==> src/rtl/pfc_window_seq.sv <==
module pfc_window_seq #(
  parameter int CNT_W        = 12,
  parameter int SKIP_FRAMES  = 8,
  parameter int CHECK_FRAMES = 8
) (
  input  logic             clk,
  input  logic             rst,
  input  logic             rise,
  input  logic [CNT_W-1:0] cnt,
  input  logic             allowed,
  output logic             frame_end,
  output logic             err_set,
  output logic             done
);
  localparam int TOTAL = SKIP_FRAMES + CHECK_FRAMES;
  localparam int FN_W  = $clog2(TOTAL + 1);
  localparam logic [FN_W-1:0] FN_SKIP  = FN_W'(SKIP_FRAMES);
  localparam logic [FN_W-1:0] FN_TOTAL = FN_W'(TOTAL);

  logic             started;
  logic [FN_W-1:0]  fnum;
  logic [CNT_W-1:0] ref_cnt;
  logic             in_window, first_checked, mismatch;

  assign frame_end     = rise & started;
  assign done          = (fnum == FN_TOTAL);
  assign in_window     = (fnum >= FN_SKIP) && !done;
  assign first_checked = (fnum == FN_SKIP);
  assign mismatch      = !first_checked && (cnt != ref_cnt);
  assign err_set       = frame_end && in_window && (!allowed || mismatch);

  always_ff @(posedge clk) begin
    if (rst) begin
      started <= 1'b0;
      fnum    <= '0;
      ref_cnt <= '0;
    end else if (rise) begin
      started <= 1'b1;
      if (started && !done) begin
        fnum <= fnum + FN_W'(1);
        if (first_checked) ref_cnt <= cnt;
      end
    end
  end

  // once finished the sequencer never leaves the done state
  a_r7_done_hold: assert property (@(posedge clk) disable iff (rst)
    done |=> done);
  // frame number only moves forward by one per boundary
  a_r3_step: assert property (@(posedge clk) disable iff (rst)
    (!frame_end && !done) |=> $stable(fnum));
endmodule

==> config.mk <==
export PLATFORM = sky130hd
export DESIGN_NAME = pfc_window_seq
export DESIGN_NICKNAME = d
export VERILOG_FILES = /design/src/rtl/pfc_window_seq.sv
export SDC_FILE = /design/constraint.sdc
export NUM_CORES = 1
export LEC_CHECK = 0
export ABC_CLOCK_PERIOD_IN_PS = 1600
export BUFFER_PORTS_ARGS = -buffer_cell sky130_fd_sc_hd__buf_2
export CORE_UTILIZATION = 49
export CTS_BUF_LIST = sky130_fd_sc_hd__clkbuf_8
export CTS_CLUSTER_DIAMETER = 80
export DETAILED_ROUTE_END_ITERATION = 16
export PLACE_DENSITY_LB_ADDON = 0.05
export SYNTH_ARGS = -nofsm -noshare
export SYNTH_HDL_FRONTEND = slang
export SYNTH_SLANG_ARGS = --single-unit
==> constraint.sdc <==
create_clock -name clk -period 1.6 [get_ports clk]
set_input_delay 0.48 -clock clk [delete_from_list [all_inputs] [get_ports clk]]
set_output_delay 0.48 -clock clk [all_outputs]
set_load 0.01 [all_outputs]
==> reports/qor.yml, run 1 <==
grt-ovfl-total: 0
drt-vias-per-instance: 4.97
clockBufferDepth: 2
worst-endpoint-required_ps: 1120
tns_ps: -223
hold_violations: 0
diodes: 0
crit_arrival_ps: 1340
syn_area_um2: 888
cap_viol_max_count: 0
p_int_w: 0.000730
grt_usage_pct: 17.6
power.switching_w: 0.000193
cts_max_level: 1
postRouteWirelength_mm: 1.60
power_frac_clock_pct: 39.3
core_area_mm2: 0.00171
grt_max_degree: 19
grt_pass1_wl_mm: 2.51
synth_cell_types: 23
crit_type: "input port to primary output"
hold_slack_ps: 457
reg2reg_slack_ps: 70
antenna_found_initial: 0
cp-start-kind: "input port"
rsz0062_at_grt: "true"
yosys_register_bits: 18
end_kind: "primary output"
port_buffers: 18
fmax_mhz: 549
swShare_pct: 20.9
wl_per_cell_um: 11.1
status: "finished, violations left"
power_density_mw_per_mm2: 765
n_fill_cell: 132
skew_ps: 1.14
die-area_mm2: 0.00199
gp_congestion: 0.779
drtIter0Drc: 4
yosys_warnings: 0
cts_tree: "done"
hpwl_mm: 1.12
finalWorstSetupSlack_ps: -223
hp-class: "input port to flip-flop"
fp-row-count: 15
grt_pass1_vias: 586
die_h_um: 44.6
place_area_mm2: 0.00102
initial_core_util_pct: 52.0
p_seq_share_pct: 49.4
synth-seq-area-share_pct: 40.6
ant_nets: 0
min_path_cells: 3
clkTransAtPathRegs_ps: 60
failed_checks: "setup timing"
ios: 19
netlist_instances: 94
drive_gt1_share_pct: 39.5
cp_max_fo: 2
pre_cts_slack_ps: -272
final_area_mm2: 0.00121
cts_sinks: 18
clockRootBuffer: "clkbuf_8"
layout_worst_path_cycle_share_pct: 114
fin_nets: 138
synthToLayoutAreaGrowth_pct: 35.9
cts-buffers-inserted: 3
cts_hold_buf: 0
tightestPinTransition_ps: 306
clk_latency_ps: 250
ir_worst_vdd_uv: 630
layout_min_cycle_time_ps: 1820
postSynthNetCount: 112
remaining_drc_errors: 0
via_count: 715
p_leak_nw: 0.568
power_frac_comb_pct: 11.3
first_pass_iters: 2
die_w_um: 44.6
reg2regPathDepth: 7
postSynthAreaPerCell_um2: 9.45
setup_viol: 1
slew_headroom_pct: 79.6
slew_viol_final: 0
[final timing paths]
| kind | start | end |
|---|---|---|
| max | cnt[11] | err_set |
| min | rise | started$_SDFFE_PP0P_ |
| max reg2reg | fnum[1]$_SDFFE_PP0P_ | ref_cnt[3]$_SDFFE_PP0P_ |
| min reg2reg | started$_SDFFE_PP0P_ | started$_SDFFE_PP0P_ |
[synth_stat cells (all sizes together)]
cell type / n / area share [%]
dfxtp: 18 / 41
nand4: 4 / 2.8
nor2: 19 / 8.0
nand2b: 1 / 0.70
nand3: 2 / 1.1
nand2: 3 / 1.3
and4bb: 1 / 1.8
a21oi: 2 / 1.1
nand3b: 1 / 0.85
clkbuf: 1 / 0.42
inv: 3 / 1.3
xnor2: 14 / 14
mux2i: 12 / 14
nor3b: 1 / 0.85
nor3: 1 / 0.56
or3: 1 / 0.70
nor4: 1 / 0.70
xor2: 2 / 2.0
ha: 2 / 2.8
buf: 3 / 3.9
o21ai: 2 / 1.1
[state kept, by name, summed over array words and instances (netlist names)]
| name | cells |
|---|---|
| ref_cnt | 12 |
| fnum | 5 |
| started | 1 |
[area by class of cell]
cell class,count,area [um2],share of cell area [%]
Tap cell,25,31.3,2.59
Timing Repair Buffer,25,205,17.0
Clock buffer,4,55.1,4.56
Sequential cell,18,370,30.7
Inverter,3,11.3,0.933
Multi-Input combinational cell,69,534,44.2
[worst max-delay path: stages]
cell	delay [ps]
buf_6	100
xnor2_2	140
nand4_1	140
nor4_2	280
nor3_1	60
buf_2	140
[power groups by stage]
stage / logic, W / registers, W / clock network (W)
after floorplan: 0.0000385 / 0.000466 / 0
after global placement: 0.0000781 / 0.000465 / 0
after detailed placement: 0.0000797 / 0.000465 / 0
after CTS: 0.0000972 / 0.000456 / 0.000372
after global routing: 0.000114 / 0.000456 / 0.000392
final: 0.000104 / 0.000456 / 0.000363
[cells in the final DEF, fill, tap and decap left out]
master    Yosys  final
nor2_1       19     19
mux2i_1      12     12
dfxtp_1      18     10
buf_2         0     10
xnor2_1      14      9
dfxtp_2       0      8
buf_6         1      8
buf_4         0      6
xnor2_2       0      5
nand4_1       4      4
clkbuf_8      0      4
nand2_1       3      3
inv_2         0      2
a21oi_1       2      2
o21ai_0       2      2
nand3_1       2      2
xor2_1        2      2
inv_1         3      1
and4bb_4      1      1
nand3b_1      1      1
nand2b_1      1      1
nor4_2        0      1
nor3_1        1      1
or3_1         1      1
nor3b_1       1      1
ha_4          0      1
ha_1          2      1
buf_12        1      1
[cell families (layout without fill, tap and decap cells)]
logic type / count (synthesis) / count (layout) / share of synthesized area, %
simple gates: 35 / 35 / 19.4
mux: 12 / 12 / 13.5
buf+inv: 7 / 32 / 5.63
fa+ha+maj: 2 / 2 / 2.82
flops: 18 / 18 / 40.6
xor+xnor: 16 / 16 / 15.8
compound gates: 4 / 4 / 2.25
[repair_timing]
| action | CTS | global route |
|---|---|---|
| endpoints found under the setup margin | 2 | 2 |
| buffers inserted | 2 | 0 |
| pin swaps | 10 | 6 |
| resized for setup | 18 | 11 |
[per-stage QoR]
step,std cells,utilization [%],power [W]
after floorplan,94,-,0.000504
after global placement,138,59.8,0.000543
after detailed placement,138,59.8,0.000545
after CTS,144,68.4,0.000925
after global routing,144,70.7,0.000962
final,144,70.7,0.000923
[per-layer routing]
| layer | vias up | share of wire (%) | global-route usage (%) |
|---|---|---|---|
| met4 | 0 | 1.7 | 5.45 |
| li1 | 365 | - | - |
| met1 | 331 | 49 | 22.8 |
| met5 | - | 0 | 0 |
| met2 | 15 | 46 | 27.4 |
| met3 | 4 | 3.9 | 6.12 |
Note: power is estimated with default switching activity, not from simulation.
==> run 2, diff against run 1 <==
--- a/config.mk
+++ b/config.mk
@@ -5,9 +5,10 @@
 export SDC_FILE = /design/constraint.sdc
 export NUM_CORES = 1
 export LEC_CHECK = 0
+export ABC_AREA = 1
 export ABC_CLOCK_PERIOD_IN_PS = 1600
 export BUFFER_PORTS_ARGS = -buffer_cell sky130_fd_sc_hd__buf_2
-export CORE_UTILIZATION = 49
+export CORE_UTILIZATION = 50
 export CTS_BUF_LIST = sky130_fd_sc_hd__clkbuf_8
 export CTS_CLUSTER_DIAMETER = 80
 export DETAILED_ROUTE_END_ITERATION = 16
==> reports/qor.yml, run 2 <==
status: "finished, violations left"
failed_checks: "setup timing"
drive_gt1_share_pct: 41.8
end_kind: "primary output"
cts_hold_buf: 0
final_area_mm2: 0.00135
yosysMostFrequentCell: "nand2_1"
synth_compound_gate_area_share_pct: 13.4
diodes: 0
reg2regPathDepth: 8
synthToLayoutAreaGrowth_pct: 39.8
synthSimpleGateAreaFrac_pct: 29.5
hp-class: "input port to flip-flop"
initial_core_util_pct: 54.5
largest_reg_flops: 12
skew_ps: 3.26
rsz0062_at_grt: "true"
cts_sinks: 18
crit_type: "flip-flop to primary output"
die_w_um: 45.9
clockBufferDepth: 2
worst-endpoint-required_ps: 1120
min_from: "rise"
ant_nets: 0
tightestPinTransition_ps: 434
postSynthAreaPerCell_um2: 7.40
crit_arrival_ps: 1320
remaining_drc_errors: 0
syn_area_um2: 962
fp-row-count: 15
ys_top_cells_by_area: "dfxtp_1, nand2_1, xnor2_1, a21oi_2, inv_1"
synth.top_cell.area_share_pct: 37.5
top_regs: "ref_cnt x12, fnum x5, started x1"
grt_pass1_vias: 781
ir_worst_vdd_uv: 814
cts-buffers-inserted: 3
synth_top_cell_by_area: "dfxtp_1"
synth.area.mux_share_pct: 0
final_common_cell: "nand2_1"
top_register: "ref_cnt"
synth_top_family_by_area: "simple AND/OR/NAND/NOR gates"
min_path_cells: 3
r2r_start: "fnum[0]$_SDFFE_PP0P_"
synth_common_cells: "nand2_1, dfxtp_1, inv_1"
slew_headroom_pct: 71.1
synth_cell_types: 24
yosys_warnings: 0
ys_async_sr_fraction_pct: 0
grt-ovfl-total: 0
hpwl_mm: 1.40
cp-start-kind: "flip-flop"
clkTransAtPathRegs_ps: 70
crit-reg2reg-capture: "fnum[3]$_SDFFE_PP0P_"
fin_util_pct: 76.2
grt_usage_pct: 21.7
wl_per_cell_um: 11.8
synth-edff-count: 0
fmax_mhz: 554
min_delay_worst_endpoint: "started$_SDFFE_PP0P_"
layout_min_cycle_time_ps: 1800
p_leak_nw: 0.562
grt_max_degree: 19
reg2reg_slack_ps: 50
port_buffers: 18
hold_violations: 0
ios: 19
synth-seq-area-share_pct: 37.5
cp_max_fo: 2
dpl.cell_count: 182
power_density_mw_per_mm2: 711
grt_pass1_wl_mm: 3.26
pre_cts_slack_ps: -143
postRouteWirelength_mm: 2.30
seq_area_um2: 364
core_area_mm2: 0.00176
multiInputGateArea_um2: 568
slew_viol_final: 0
cts_tree: "done"
synth_fa_ha_area_share_pct: 2.60
place_area_mm2: 0.00117
die_h_um: 45.9
postSynthNetCount: 148
drt-vias-per-instance: 4.96
layout_worst_path_cycle_share_pct: 113
clk_latency_ps: 250
netlist_instances: 130
fin_nets: 189
fin_cells: 195
finalWorstSetupSlack_ps: -204
clockRootBuffer: "clkbuf_8"
cap_viol_max_count: 0
cts_max_level: 1
via_count: 968
final_cell_mix: "nand2_1, buf_4, buf_2, dfxtp_1"
n_fill_cell: 133
antenna_found_initial: 0
yosys_register_bits: 18
tns_ps: -340
synth_xor_area_share_pct: 9.10
drtIter0Drc: 35
gp_congestion: 0.663
synthFlopType: "dfxtp_1"
setup_viol: 2
die-area_mm2: 0.00210
first_pass_iters: 4
## run 2: worst max path at each step
stage / startpoint / endpoint / slack [ps] / depth (start not counted)
after floorplan: fnum[0]$_SDFFE_PP0P_ / err_set / 30 / 7
after global placement: cnt[8] / err_set / -140 / 8
after detailed placement: cnt[10] / err_set / -140 / 8
after CTS: fnum[1]$_SDFFE_PP0P_ / err_set / -180 / 8
after global routing: ref_cnt[4]$_SDFFE_PP0P_ / err_set / -270 / 7
final: fnum[1]$_SDFFE_PP0P_ / err_set / -200 / 8
## run 2: critical path, stage by stage (launching register included)
cell and delay, ps:
dfxtp_2 340, inv_2 50, ha_4 160, nand2_2 60
nor2_2 40, nand2_2 80, o211ai_1 100, a21oi_1 120
buf_2 140
## run 2: area by class of cell
type / count / share of cell area, %
flip-flops and latches: 18 / 27.1
repair buffers: 39 / 20.1
multi-input cells: 94 / 42.2
well taps: 25 / 2.33
clock buffers: 4 / 4.09
inverters: 15 / 4.19
## run 2: report_power, final
part	total (W)	switching [W]	internal [W]
Clock	0.000374	0.000155	0.000218
Sequential	0.000456	0.00000299	0.000453
Combinational	0.000126	0.0000621	0.0000635
Total	0.000956	0.000220	0.000735
## run 2: cells by family after synthesis
| group | after synthesis |
|---|---|
| AND/OR/NAND/NOR | 64 |
| AO/OA/AOI/OAI | 18 |
| buffers and inverters | 18 |
| flip-flops | 18 |
| XOR/XNOR | 10 |
| adder cells (fa/ha/maj) | 2 |
## run 2: what timing repair did
item                                    in CTS  in global routing
hold endpoints to repair                     0                  0
setup buffers                                5                  4
resized for setup                           13                  4
cloned                                       0                  0
endpoints found under the setup margin       2                  4
pin swaps                                    6                  3
## run 2: through the flow
step                      hold WS, ps  power (W)
final                             451   0.000956
after global routing              479   0.000986
after CTS                         456   0.000942
after detailed placement          465   0.000563
after global placement            451   0.000562
after floorplan                   438   0.000515
## run 2: routing by layer
layer	vias up	track usage, %	share of wire, %
met5	-	0	0
met2	41	38.6	50
met4	0	3.53	1.6
li1	486	-	-
met3	6	4.76	6.0
met1	435	26.7	42
